File: config.mk
export PLATFORM = sky130hd
export DESIGN_NAME = acc_ctrl_fsm
export DESIGN_NICKNAME = d
export VERILOG_FILES = /design/src/rtl/acc_ctrl_pkg.sv /design/src/rtl/acc_ctrl_sync.sv /design/src/rtl/acc_ctrl_next.sv /design/src/rtl/acc_ctrl_decode.sv /design/src/rtl/acc_ctrl_fsm.sv
export SDC_FILE = /design/constraint.sdc
export NUM_CORES = 1
export LEC_CHECK = 0
export BUFFER_PORTS_ARGS = -buffer_cell sky130_fd_sc_hd__buf_4
export CAP_MARGIN = 0
export CORE_MARGIN = 1
export CORE_UTILIZATION = 42
export DETAILED_ROUTE_END_ITERATION = 10
export PLACE_DENSITY = 0.85
export SLEW_MARGIN = 20
export SYNTH_ARGS = -nofsm -noshare
export SYNTH_HDL_FRONTEND = slang
export SYNTH_HIERARCHICAL = 1
export SYNTH_SLANG_ARGS = --single-unit
File: constraint.sdc
create_clock -name clk -period 1.21 [get_ports clk]
set_input_delay 0.0605 -clock clk [delete_from_list [all_inputs] [get_ports clk]]
set_output_delay 0.0605 -clock clk [all_outputs]
set_load 0.1 [all_outputs]
File: src/rtl/acc_ctrl_pkg.sv
package acc_ctrl_pkg;

  localparam int STATE_W = 4;
  localparam int OP_W    = 2;

  typedef enum logic [STATE_W-1:0] {
    ST_RES = 4'b0000,
    ST_IF0 = 4'b0001,
    ST_IF1 = 4'b0010,
    ST_IF2 = 4'b0011,
    ST_IF3 = 4'b0100,
    ST_OD  = 4'b0101,
    ST_LD0 = 4'b0110,
    ST_LD1 = 4'b0111,
    ST_LD2 = 4'b1000,
    ST_ST0 = 4'b1001,
    ST_ST1 = 4'b1010,
    ST_AD0 = 4'b1011,
    ST_AD1 = 4'b1100,
    ST_AD2 = 4'b1101,
    ST_BR0 = 4'b1110,
    ST_BR1 = 4'b1111
  } ctl_state_e;

  typedef struct packed {
    logic pc_clr;
    logic pc_inc;
    logic pc_ld;
    logic mar_from_pc;
    logic mar_from_ir;
    logic mbr_from_mem;
    logic mbr_from_acc;
    logic ir_ld;
    logic ac_from_mbr;
    logic ac_add;
    logic mem_req;
    logic mem_rd;
    logic mem_wr;
  } ctl_strobe_t;

endpackage

File: src/rtl/acc_ctrl_sync.sv
module acc_ctrl_sync #(
  parameter int              WIDTH  = 1,
  parameter int              STAGES = 1,
  parameter logic [WIDTH-1:0] INIT  = '0
) (
  input  logic             clk,
  input  logic             rst_n,
  input  logic [WIDTH-1:0] d,
  output logic [WIDTH-1:0] q
);

  logic [STAGES-1:0][WIDTH-1:0] stage_q;

  always_ff @(posedge clk or negedge rst_n) begin
    if (!rst_n) begin
      stage_q <= {STAGES{INIT}};
    end else begin
      stage_q[0] <= d;
      for (int i = 1; i < STAGES; i++) begin
        stage_q[i] <= stage_q[i-1];
      end
    end
  end

  assign q = stage_q[STAGES-1];

endmodule

File: src/rtl/acc_ctrl_next.sv
module acc_ctrl_next
  import acc_ctrl_pkg::*;
(
  input  ctl_state_e       cur,
  input  logic             sync_rst,
  input  logic             sync_wait,
  input  logic [OP_W-1:0]  op,
  input  logic             sign,
  output ctl_state_e       nxt
);

  always_comb begin
    nxt = cur;
    if (sync_rst) begin
      nxt = ST_RES;
    end else begin
      unique case (cur)
        ST_RES: nxt = ST_IF0;
        ST_IF0: nxt = ST_IF1;
        ST_IF1: nxt = sync_wait ? ST_IF2 : ST_IF1;
        ST_IF2: nxt = sync_wait ? ST_IF2 : ST_IF3;
        ST_IF3: nxt = ST_OD;
        ST_OD: begin
          unique case (op)
            2'b00:   nxt = ST_LD0;
            2'b01:   nxt = ST_ST0;
            2'b10:   nxt = ST_AD0;
            default: nxt = ST_BR0;
          endcase
        end
        ST_LD0: nxt = ST_LD1;
        ST_LD1: nxt = sync_wait ? ST_LD1 : ST_LD2;
        ST_LD2: nxt = ST_IF0;
        ST_ST0: nxt = ST_ST1;
        ST_ST1: nxt = sync_wait ? ST_ST1 : ST_IF0;
        ST_AD0: nxt = ST_AD1;
        ST_AD1: nxt = sync_wait ? ST_AD1 : ST_AD2;
        ST_AD2: nxt = ST_IF0;
        ST_BR0: nxt = sign ? ST_BR1 : ST_IF0;
        ST_BR1: nxt = ST_IF0;
        default: nxt = ST_RES;
      endcase
    end
  end

endmodule

File: src/rtl/acc_ctrl_decode.sv
module acc_ctrl_decode
  import acc_ctrl_pkg::*;
(
  input  ctl_state_e  cur,
  output ctl_strobe_t strb
);

  always_comb begin
    strb = '0;
    unique case (cur)
      ST_RES: strb.pc_clr = 1'b1;
      ST_IF0: begin
        strb.mar_from_pc = 1'b1;
        strb.pc_inc      = 1'b1;
      end
      ST_IF1: begin
        strb.mem_req = 1'b1;
        strb.mem_rd  = 1'b1;
      end
      ST_IF2, ST_LD1, ST_AD1: begin
        strb.mem_req      = 1'b1;
        strb.mem_rd       = 1'b1;
        strb.mbr_from_mem = 1'b1;
      end
      ST_IF3: strb.ir_ld = 1'b1;
      ST_LD0, ST_AD0: strb.mar_from_ir = 1'b1;
      ST_ST0: begin
        strb.mar_from_ir  = 1'b1;
        strb.mbr_from_acc = 1'b1;
      end
      ST_ST1: begin
        strb.mem_req = 1'b1;
        strb.mem_wr  = 1'b1;
      end
      ST_LD2: strb.ac_from_mbr = 1'b1;
      ST_AD2: strb.ac_add = 1'b1;
      ST_BR1: strb.pc_ld = 1'b1;
      default: strb = '0;
    endcase
  end

endmodule

File: src/rtl/acc_ctrl_fsm.sv
module acc_ctrl_fsm
  import acc_ctrl_pkg::*;
#(
  parameter int SYNC_STAGES = 1
) (
  input  logic               clk,
  input  logic               rst_n,
  input  logic               soft_rst,
  input  logic               mem_wait,
  input  logic [OP_W-1:0]    op_bits,
  input  logic               acc_sign,
  output logic               pc_clr,
  output logic               pc_inc,
  output logic               pc_ld,
  output logic               mar_from_pc,
  output logic               mar_from_ir,
  output logic               mbr_from_mem,
  output logic               mbr_from_acc,
  output logic               ir_ld,
  output logic               ac_from_mbr,
  output logic               ac_add,
  output logic               mem_req,
  output logic               mem_rd,
  output logic               mem_wr,
  output logic [STATE_W-1:0] state_o
);

  logic        rst_q;
  logic        wait_q;
  ctl_state_e  st_q;
  ctl_state_e  st_d;
  ctl_strobe_t strb;

  acc_ctrl_sync #(.WIDTH(1), .STAGES(SYNC_STAGES), .INIT(1'b1)) u_rst_sync (
    .clk(clk), .rst_n(rst_n), .d(soft_rst), .q(rst_q)
  );

  acc_ctrl_sync #(.WIDTH(1), .STAGES(SYNC_STAGES), .INIT(1'b0)) u_wait_sync (
    .clk(clk), .rst_n(rst_n), .d(mem_wait), .q(wait_q)
  );

  acc_ctrl_next u_next (
    .cur(st_q), .sync_rst(rst_q), .sync_wait(wait_q),
    .op(op_bits), .sign(acc_sign), .nxt(st_d)
  );

  always_ff @(posedge clk or negedge rst_n) begin
    if (!rst_n) begin
      st_q <= ST_RES;
    end else begin
      st_q <= st_d;
    end
  end

  acc_ctrl_decode u_decode (
    .cur(st_q), .strb(strb)
  );

  assign pc_clr       = strb.pc_clr;
  assign pc_inc       = strb.pc_inc;
  assign pc_ld        = strb.pc_ld;
  assign mar_from_pc  = strb.mar_from_pc;
  assign mar_from_ir  = strb.mar_from_ir;
  assign mbr_from_mem = strb.mbr_from_mem;
  assign mbr_from_acc = strb.mbr_from_acc;
  assign ir_ld        = strb.ir_ld;
  assign ac_from_mbr  = strb.ac_from_mbr;
  assign ac_add       = strb.ac_add;
  assign mem_req      = strb.mem_req;
  assign mem_rd       = strb.mem_rd;
  assign mem_wr       = strb.mem_wr;
  assign state_o      = st_q;

endmodule

==> results of run 1 <==
cell usage after synthesis (all sizes together):
cell | n | share of area, %
a221oi | 1 | 1.4
ha | 2 | 4.0
nor3b | 1 | 1.2
nor4b | 1 | 2.4
o311ai | 1 | 2.6
a211oi | 1 | 1.2
a2111oi | 1 | 2.4
o211ai | 1 | 1.2
nor2 | 3 | 1.8
a21oi | 3 | 2.4
o21ai | 6 | 5.5
nand4bb | 1 | 1.8
nand3b | 1 | 1.2
or2b | 1 | 1.2
inv | 5 | 3.0
nand2 | 6 | 3.6
dfrtp | 5 | 20
nor2b | 3 | 3.0
nand2b | 9 | 9.1
dfstp | 1 | 4.2
nor4 | 2 | 2.0
o22ai | 3 | 3.0
buf | 6 | 7.3
nor3 | 8 | 6.5
mux2 | 3 | 6.1
a311oi | 1 | 1.4
through the flow:
step / instances / util [%] / TNS [ns]
after floorplan: 76 / - / -8.77
after detailed placement: 125 / 82.6 / -2.03
after global placement: 125 / 82.6 / -1.56
cells by family after synthesis:
group | after synthesis
simple gates | 36
compound gates | 18
buf+inv | 11
flops | 6
mux | 3
fa+ha+maj | 2
==> results.py, run 1 <==
metrics = {
    "yosys": {
        "ys_warn_count": 6,
        "synthMuxAreaShare_pct": 6.06,
        "syn_area_um2": 619,
        "synthAdderAreaFrac_pct": 4.04,
        "ys_types": 32,
        "synthCells": 76,
        "synth-simple-area-share_pct": 33.9,
        "synth_top_family_by_area": "simple AND/OR/NAND/NOR gates",
        "synth_compound_area_share_pct": 21.2,
        "syn_area_per_cell_um2": 8.15,
        "syn_nets": 85,
        "synth-xor-area-share_pct": 0,
        "ys_ff_latch": 6,
        "seq_area_frac_synth_pct": 24.4,
    },
    "cts": {
        "clk_path_buf_depth": 2,
        "cts.hold.buffers_added": 3,
        "h-tree-depth": 1,
        "numCtsBuffers": 3,
        "cts.repair.resized": 59,
        "postCtsSetupBuffers": 5,
        "clock-sinks": 6,
        "cts-root-buf": "clkbuf_4",
    },
    "status": {
        "error_line": "[ERROR DPL-0038] Utilization greater than 100%, impossible to legalize",
        "outcome": "stopped before the end",
        "stop_stage": "4_1_cts",
    },
    "place": {
        "dp_hpwl_um": 1420,
        "gp_congestion": 0.826,
        "placed_area_um2": 1100,
        "port_buffers": 23,
        "pre_cts_ws_ns": -0.262,
    },
    "die": {
        "num_rows": 13,
        "fp.dieW_um": 40.4,
        "die_h_um": 40.4,
        "start_util_pct": 46.4,
        "io_pins": 24,
    },
}
==> run 2: changes to the inputs <==
--- a/config.mk
+++ b/config.mk
@@ -7,10 +7,10 @@
 export LEC_CHECK = 0
 export BUFFER_PORTS_ARGS = -buffer_cell sky130_fd_sc_hd__buf_4
 export CAP_MARGIN = 0
-export CORE_MARGIN = 1
-export CORE_UTILIZATION = 42
+export CORE_AREA = 2 2 63 65
 export DETAILED_ROUTE_END_ITERATION = 10
-export PLACE_DENSITY = 0.85
+export DIE_AREA = 0 0 65 67
+export PLACE_DENSITY_LB_ADDON = 0.15
 export SLEW_MARGIN = 20
 export SYNTH_ARGS = -nofsm -noshare
 export SYNTH_HDL_FRONTEND = slang
==> constraint.sdc (replaced) <==
create_clock -name clk -period 1.55 [get_ports clk]
set_input_delay 0.0775 -clock clk [delete_from_list [all_inputs] [get_ports clk]]
set_output_delay 0.0775 -clock clk [all_outputs]
set_load 0.1 [all_outputs]
==> results.py, run 2 <==
metrics = {
    "die": {
        "core_um2": 3610,
        "die_h_um": 67,
        "fp.dieW_um": 65,
        "start_util_pct": 17.2,
        "io_pins": 24,
        "dieArea_um2": 4360,
        "num_rows": 22,
    },
    "sta": {
        "maxSlewHeadroom_pct": 81.3,
        "skew_ns": 0.00517,
        "fin_ws_ns": 0.0161,
        "holdWs_ns": 0.200,
        "worstMarginPinSlew_ns": 0.282,
        "rsz0062_at_grt": "true",
        "tns_ns": 0,
        "fmax_mhz": 652,
        "drv_slew": 0,
        "period_share_pct": 99.0,
        "setup_viol": 0,
        "finalCriticalPeriod_ns": 1.53,
        "hold_viol_final": 0,
    },
    "min_path": {
        "min_path_type": "primary input to async pin",
    },
    "yosys": {
        "synth_edf_count": 0,
        "yosys-top-cells-area": "dfrtp_1, nand2b_1, nor3_1",
        "syn_area_um2": 619,
        "syn_area_per_cell_um2": 8.15,
        "syn_nets": 85,
        "ys_warn_count": 6,
        "ys_ff_latch": 6,
        "synthArstFlopShare_pct": 100,
        "synthTopCellsByCount": "nand2b_1, nor3_1, nand2_1, dfrtp_1, inv_1",
        "yosysMostFrequentCell": "nand2b_1",
        "synthCells": 76,
        "seq_area_frac_synth_pct": 24.4,
        "yosysTopAreaCell": "dfrtp_1",
        "yosysTopAreaCellShare_pct": 20.2,
        "ys_types": 32,
        "yosys_most_used_dff": "dfrtp_1",
    },
    "cts": {
        "cts_tree": "built",
        "clock-sinks": 6,
        "cts-root-buf": "clkbuf_8",
        "numCtsBuffers": 3,
        "h-tree-depth": 1,
        "clk_path_buf_depth": 2,
        "clk-insertion-delay-late_ns": 0.22,
        "path_clk_slew_ns": 0.04,
    },
    "worst_setup_path": {
        "arrival_ns": 1.46,
        "path_cells": "buf_6, nand2b_4, nor3_4, buf_12",
        "start_kind": "register",
        "critPathMaxFanout": 7,
        "crit_slowest_cell": "dfrtp_4",
        "cp_slowest_stage_delay_ns": 0.47,
        "crit_type": "register to output pin",
        "end_kind": "output pin",
        "crit_family": "flip-flops",
        "worst-path-buf-inv": 2,
        "cp.required_ns": 1.47,
    },
    "global_route": {
        "overflow": 0,
        "grt_max_degree": 15,
        "antenna_found_initial": 0,
        "grt.busiest_layer": "met2",
        "grt_pass1_vias": 739,
        "grt_pass1_wl_um": 3330,
        "grt_use_total_pct": 9.78,
        "use_met1_pct": 10.9,
        "use_met2_pct": 19.1,
        "use_met3_pct": 1.69,
    },
    "routing": {
        "vias": 702,
        "drt_iter0_markers": 9,
        "route.detailed.drc": 0,
        "postRouteAntennaNets": 0,
        "viasPerCell": 4.28,
        "drt-total-wl_um": 1900,
        "firstDrtPassIters": 4,
        "avgRoutedWirePerCell_um": 11.6,
    },
    "pwr": {
        "leakage_nw": 0.510,
        "max-vdd-ir-drop_mv": 0.757,
        "power_density_nw_per_um2": 2150,
    },
    "place": {
        "placed_cells_incl_taps": 151,
        "gp_congestion": 0.766,
        "placed_area_um2": 1040,
        "pre_cts_ws_ns": 0.0918,
        "port_buffers": 23,
        "dp_hpwl_um": 1430,
    },
    "layout": {
        "n_fill_cell": 383,
        "most-common-layout-cells": "buf_4, nand2b_1, buf_8, buf_6, nand2_1",
        "multi_input_area_um2": 561,
        "final_common_cell": "buf_4",
        "drive_gt1_share_pct": 59.5,
        "largest_reg_flops": 4,
        "fin_nets": 126,
        "finalNonFillerCells": 164,
        "n_antenna_cell": 0,
        "postLayoutCellArea_um2": 1280,
        "seq_area_um2": 166,
        "syn2layout_area_growth_pct": 106,
    },
    "status": {
        "outcome": "complete, no violations",
    },
    "run": {
        "maxCapViolations": 0,
    },
}
-- run 2: cell counts after synthesis --
No cell type changed its count.
-- run 2: area by class of cell --
class	instances	area share, %
inverters	5	1.47
well taps	48	4.70
clock buffers	4	3.52
repair buffers	42	33.5
flip-flops and latches	6	13.0
multi-input cells	59	43.8
-- run 2: worst reg2reg max path, stage by stage (launching register included) --
cell      delay [ns]
dfrtp_4         0.51
buf_4           0.15
buf_4           0.14
nand2b_1        0.09
a21oi_1         0.05
a311oi_1        0.23
a211oi_1        0.13
-- run 2: stage by stage --
stage | total power, mW | utilization, %
detailed placement | 2.29 | 28.9
finish | 2.75 | 35.5
global placement | 2.29 | 28.9
floorplan | 2.00 | -
CTS | 2.74 | 34.3
global route | 2.89 | 35.5
-- run 2: worst paths after layout --
check,from,endpoint,slack (ns),cells after the start
min in group clk,acc_sign,state_o[3]$_DFF_PN0_,0.38,5
worst max-delay path,state_o[1]$_DFF_PN0_,mar_from_pc,0.02,4
worst max register to register,state_o[2]$_DFF_PN0_,state_o[0]$_DFF_PN0_,0.12,6
worst min-delay path,rst_n,u_wait_sync/q$_DFF_PN0_,0.20,2
worst min register to register,u_rst_sync/q$_DFF_PN1_,state_o[1]$_DFF_PN0_,0.54,1
max in group asynchronous,rst_n,u_rst_sync/q$_DFF_PN1_,1.15,2
-- run 2: layer usage --
layer  up-vias  share of wire, %
met4         0                 0
met5         -                 0
met1       326                44
met3         0               4.4
li1        356                 -
met2        20                52
-- run 2: kinds of logic (layout without fill, tap and decap cells) --
| logic type | count (synthesis) | after routing | synth area share (%) |
|---|---|---|---|
| AO/OA/AOI/OAI | 18 | 18 | 21.2 |
| adder cells (fa/ha/maj) | 2 | 2 | 4.04 |
| buffers and inverters | 11 | 51 | 10.3 |
| flip-flops | 6 | 6 | 24.4 |
| multiplexers | 3 | 3 | 6.06 |
| AND/OR/NAND/NOR | 36 | 36 | 33.9 |
-- run 2: power by group --
part / leakage (nW) / switching (mW) / internal (mW)
sequential: 0.0690 / 0.0426 / 0.211
clock: 0.0228 / 0.0656 / 0.177
combinational: 0.418 / 1.50 / 0.752
total: 0.510 / 1.61 / 1.14
-- run 2: repair_timing --
| item | in CTS | in global routing |
|---|---|---|
| resized for setup | 21 | 9 |
| setup buffers | 5 | 1 |
| hold buffers | 3 | 0 |
| setup endpoints to repair | 12 | 10 |
| endpoints found under the hold margin | 8 | 0 |
| pin swaps | 2 | 4 |
Power figures use the tool's default switching activity.
==> run 3: changes to the inputs <==
--- a/config.mk
+++ b/config.mk
@@ -7,12 +7,14 @@
 export LEC_CHECK = 0
 export BUFFER_PORTS_ARGS = -buffer_cell sky130_fd_sc_hd__buf_4
 export CAP_MARGIN = 0
+export CELL_PAD_IN_SITES_DETAIL_PLACEMENT = 2
+export CELL_PAD_IN_SITES_GLOBAL_PLACEMENT = 2
 export CORE_AREA = 2 2 63 65
 export DETAILED_ROUTE_END_ITERATION = 10
 export DIE_AREA = 0 0 65 67
 export PLACE_DENSITY_LB_ADDON = 0.15
+export RECOVER_POWER = 25
 export SLEW_MARGIN = 20
 export SYNTH_ARGS = -nofsm -noshare
 export SYNTH_HDL_FRONTEND = slang
-export SYNTH_HIERARCHICAL = 1
 export SYNTH_SLANG_ARGS = --single-unit
==> results.py, run 3 <==
metrics = {
    "yosys": {
        "seq_area_frac_synth_pct": 25.6,
        "yosys-top-cells-area": "dfrtp_1, nand2b_1, buf_4",
        "yosys_most_used_dff": "dfrtp_1",
        "syn_area_um2": 592,
        "syn_area_per_cell_um2": 7.89,
        "ys_warn_count": 0,
        "yosysTopAreaCell": "dfrtp_1",
        "synth_edf_count": 0,
        "syn_nets": 84,
        "yosysTopAreaCellShare_pct": 21.1,
        "ys_types": 35,
        "synthArstFlopShare_pct": 100,
        "yosysMostFrequentCell": "inv_1",
        "synthCells": 75,
        "ys_ff_latch": 6,
    },
    "worst_setup_path": {
        "start_kind": "register",
        "crit_type": "register to output pin",
        "rr_startpoint": "state_o[1]$_DFF_PN0_",
        "r2r_slack_ns": 0.07,
        "critPathMaxFanout": 6,
        "end_kind": "output pin",
        "arrival_ns": 1.51,
        "cp.required_ns": 1.47,
        "reg2reg_depth": 5,
        "crit-reg2reg-capture": "state_o[3]$_DFF_PN0_",
    },
    "place": {
        "placed_area_um2": 1010,
        "dp_hpwl_um": 1750,
        "port_buffers": 23,
        "placed_cells_incl_taps": 149,
        "pre_cts_ws_ns": 0.0283,
        "gp_congestion": 0.736,
    },
    "pwr": {
        "power.total_mw": 2.83,
        "max-vdd-ir-drop_mv": 0.787,
        "leakage_nw": 0.513,
        "power_density_nw_per_um2": 2140,
    },
    "layout": {
        "postLayoutCellArea_um2": 1320,
        "n_antenna_cell": 0,
        "syn2layout_area_growth_pct": 123,
        "fin_nets": 126,
        "finalNonFillerCells": 164,
        "utilization_pct": 36.7,
        "largest_reg_flops": 4,
        "final_common_cell": "buf_4",
        "drive_gt1_share_pct": 63.8,
        "most-common-layout-cells": "buf_4, buf_12, buf_6",
    },
    "status": {
        "violations": "negative setup slack",
        "outcome": "finished, violations left",
    },
    "die": {
        "die_h_um": 67,
        "io_pins": 24,
        "dieArea_um2": 4360,
        "fp.dieW_um": 65,
        "num_rows": 22,
        "core_um2": 3610,
        "start_util_pct": 16.4,
    },
    "global_route": {
        "antenna_found_initial": 0,
        "grt_pass1_vias": 778,
        "grt_use_total_pct": 12.2,
        "grt_pass1_wl_um": 3880,
        "grt.busiest_layer": "met2",
        "overflow": 0,
        "use_met1_pct": 13.1,
        "use_met3_pct": 3.21,
        "grt_max_degree": 14,
        "use_met2_pct": 24.0,
    },
    "sta": {
        "maxSlewHeadroom_pct": 75.6,
        "rsz0062_at_grt": "true",
        "hold_viol_final": 0,
        "finalCriticalPeriod_ns": 1.59,
        "drv_slew": 0,
        "fmax_mhz": 629,
        "worstMarginPinSlew_ns": 0.366,
        "fin_ws_ns": -0.0408,
        "setup_viol": 2,
        "skew_ns": 0.00689,
        "period_share_pct": 103,
    },
    "routing": {
        "postRouteAntennaNets": 0,
        "drt-total-wl_um": 2400,
        "drt_iter0_markers": 13,
        "firstDrtPassIters": 5,
        "vias": 702,
        "route.detailed.drc": 0,
        "viasPerCell": 4.28,
        "avgRoutedWirePerCell_um": 14.6,
    },
    "min_path": {
        "min_path_type": "primary input to async pin",
    },
    "cts": {
        "h-tree-depth": 1,
        "path_clk_slew_ns": 0.04,
        "numCtsBuffers": 3,
        "clk-insertion-delay-late_ns": 0.23,
        "clock-sinks": 6,
        "clk_path_buf_depth": 2,
        "cts-root-buf": "clkbuf_8",
        "cts_tree": "built",
    },
    "run": {
        "maxCapViolations": 0,
    },
}
run 3: cell count changes after synthesis, sizes merged, moves of 2 or more:
cell	before	now
mux2	3	0
nand2b	9	6
nor3	8	5
o31ai	0	3
nor2	3	5
o21ai	6	8
run 3: layout make-up:
cell class / count / area [um^2]
fill: 397 / 2280
multi-input combinational: 56 / 531
timing repair buffer: 44 / 490
sequential: 6 / 166
tap: 48 / 60.1
clock buffer: 4 / 45.0
inverter: 6 / 30.0
run 3: per-stage QoR:
| stage | setup TNS, ns | hold WS, ns |
|---|---|---|
| 2_1_floorplan | -7.03 | -0.218 |
| 3_3_place_gp | 0 | -0.109 |
| 3_5_place_dp | 0 | -0.106 |
| 4_1_cts | -0.125 | 0.186 |
| 5_1_grt | -0.386 | 0.328 |
| 6_report | -0.0767 | 0.282 |
run 3: logic make-up (layout without fill, tap and decap cells):
family	after synthesis	count (layout)	synth area share [%]
simple gates	31	31	32.3
compound gates	23	23	25.4
buf+inv	13	54	12.5
flops	6	6	25.6
fa+ha+maj	2	2	4.23
run 3: critical path, stage by stage, from the launching register on:
cell and delay [ns]:
dfrtp_4 0.50, or2b_1 0.28, buf_12 0.15, o22ai_4 0.16, buf_12 0.20
run 3: worst max-delay path by stage:
stage / start / to / slack (ns) / depth (start not counted)
2_1_floorplan: state_o[1]$_DFF_PN0_ / pc_inc / -0.68 / 4
3_3_place_gp: state_o[1]$_DFF_PN0_ / mem_rd / 0.06 / 5
3_5_place_dp: state_o[1]$_DFF_PN0_ / mem_rd / 0.03 / 5
4_1_cts: state_o[2]$_DFF_PN0_ / mar_from_ir / -0.05 / 4
5_1_grt: state_o[2]$_DFF_PN0_ / ac_from_mbr / -0.12 / 4
6_report: state_o[2]$_DFF_PN0_ / mar_from_ir / -0.04 / 4
run 3: report_power, final:
part	switching (mW)	total, mW	internal (mW)
sequential	0.124	0.333	0.209
combinational	1.46	2.25	0.794
clock	0.0708	0.248	0.177
run 3: per-layer routing:
layer  up-vias  part of all wire, %
met1       339                   39
met5         -                    0
met4         0                    0
met2        17                   57
met3         0                  3.6
li1        346                    -
run 3: repair_timing:
| action | 4_1_cts | 5_1_grt |
|---|---|---|
| endpoints found under the setup margin | 12 | 15 |
| hold endpoints to repair | 8 | 0 |
| buffers inserted | 7 | 1 |
| hold buffers | 3 | 0 |
| gates resized for setup | 28 | 18 |
| pin swaps | 1 | 2 |
==> run 4: changes to the inputs <==
==> constraint.sdc (replaced) <==
create_clock -name clk -period 1.55 [get_ports clk]
set_input_delay 0.155 -clock clk [delete_from_list [all_inputs] [get_ports clk]]
set_output_delay 0.155 -clock clk [all_outputs]
set_load 0.1 [all_outputs]
==> results.py, run 4 (synthesis results as in run 3) <==
metrics = {
    "status": {
        "outcome": "finished, violations left",
        "violations": "negative setup slack",
    },
    "pwr": {
        "max-vdd-ir-drop_mv": 0.846,
        "power_density_nw_per_um2": 2230,
        "leakage_nw": 0.550,
        "power.total_mw": 3.06,
    },
    "worst_setup_path": {
        "critPathMaxFanout": 6,
        "crit_slowest_cell": "dfrtp_4",
        "start_kind": "register",
        "worst-path-buf-inv": 3,
        "arrival_ns": 1.67,
        "crit_family": "flip-flops",
        "cp.required_ns": 1.63,
        "end_kind": "register",
        "r2r_slack_ns": -0.04,
        "path_cells": "buf_8, buf_4, buf_4, o21a_1, o21ai_0, a311oi_2",
        "cp_slowest_stage_delay_ns": 0.52,
        "path_common_cell": "buf_4",
        "crit_type": "register to register",
    },
    "layout": {
        "fin_nets": 129,
        "final_common_cell": "buf_4",
        "utilization_pct": 38.0,
        "syn2layout_area_growth_pct": 131,
        "finalNonFillerCells": 167,
        "drive_gt1_share_pct": 67.2,
        "postLayoutCellArea_um2": 1370,
        "n_antenna_cell": 0,
        "most-common-layout-cells": "buf_4, buf_12, buf_6",
        "largest_reg_flops": 4,
    },
    "place": {
        "dp_hpwl_um": 1780,
        "port_buffers": 23,
        "gp_congestion": 0.692,
        "pre_cts_ws_ns": -0.0397,
        "placed_area_um2": 1010,
        "placed_cells_incl_taps": 151,
    },
    "die": {
        "die_h_um": 67,
        "dieArea_um2": 4360,
        "fp.dieW_um": 65,
        "num_rows": 22,
        "io_pins": 24,
        "start_util_pct": 16.4,
        "core_um2": 3610,
    },
    "sta": {
        "tns_ns": -0.193,
        "finalCriticalPeriod_ns": 1.59,
        "drv_slew": 0,
        "hold_viol_final": 0,
        "period_share_pct": 103,
        "holdWs_ns": 0.0468,
        "fin_ws_ns": -0.0445,
        "fmax_mhz": 627,
        "skew_ns": 0.00763,
        "setup_viol": 9,
        "rsz0062_at_grt": "true",
        "worstMarginPinSlew_ns": 0.361,
        "maxSlewHeadroom_pct": 75.9,
    },
    "routing": {
        "avgRoutedWirePerCell_um": 14.8,
        "postRouteAntennaNets": 0,
        "route.detailed.drc": 0,
        "drt-total-wl_um": 2470,
        "firstDrtPassIters": 4,
        "viasPerCell": 4.52,
        "drt_iter0_markers": 14,
        "vias": 755,
    },
    "cts": {
        "cts-root-buf": "clkbuf_8",
        "clock-sinks": 6,
        "clk_path_buf_depth": 2,
        "clk-insertion-delay-late_ns": 0.23,
        "cts_tree": "built",
        "numCtsBuffers": 3,
        "h-tree-depth": 1,
        "path_clk_slew_ns": 0.03,
    },
    "global_route": {
        "grt_pass1_vias": 760,
        "grt_use_total_pct": 11.7,
        "overflow": 0,
        "grt_max_degree": 13,
        "antenna_found_initial": 0,
        "grt_pass1_wl_um": 3850,
    },
    "min_path": {
        "min_path_type": "primary input to register",
    },
    "run": {
        "maxCapViolations": 0,
    },
}
-- run 4: worst paths after layout --
check	endpoint	cells past startpoint	startpoint
worst max-delay path	state_o[0]$_DFF_PN0_	6	state_o[0]$_DFF_PN0_
worst min-delay path	u_rst_sync.q$_DFF_PN1_	1	soft_rst
worst max register to register	state_o[0]$_DFF_PN0_	6	state_o[0]$_DFF_PN0_
worst min register to register	state_o[1]$_DFF_PN0_	1	u_rst_sync.q$_DFF_PN1_
max in group asynchronous	u_rst_sync.q$_DFF_PN1_	2	rst_n
min in group asynchronous	state_o[1]$_DFF_PN0_	2	rst_n
-- run 4: cell type report --
type	count	area (um^2)
Clock buffer	4	45.0
Fill cell	393	2240
Inverter	6	30.0
Multi-Input combinational cell	56	541
Sequential cell	6	166
Tap cell	48	60.1
Timing Repair Buffer	47	527
-- run 4: repair_timing --
| item | 4_1_cts | 5_1_grt |
|---|---|---|
| pin swaps | 2 | 3 |
| gates cloned | 0 | 0 |
| hold buffers | 1 | 0 |
| gates resized for setup | 46 | 11 |
| buffers inserted | 5 | 6 |
| endpoints found under the setup margin | 14 | 15 |
| hold endpoints to repair | 6 | 0 |
-- run 4: routing by layer --
layer	up-vias	track usage (%)	routed length [um]	part of all wire [%]
met5	-	0	0	0
met4	0	2.39	39	1.6
met3	4	2.20	80	3.2
met2	19	22.3	1320	53
met1	378	13.4	1030	42
li1	354	-	-	-
-- run 4: report_power, final --
group | internal [mW] | switching (mW)
Clock | 0.177 | 0.0736
Sequential | 0.209 | 0.0745
Combinational | 0.959 | 1.56
Total | 1.35 | 1.71
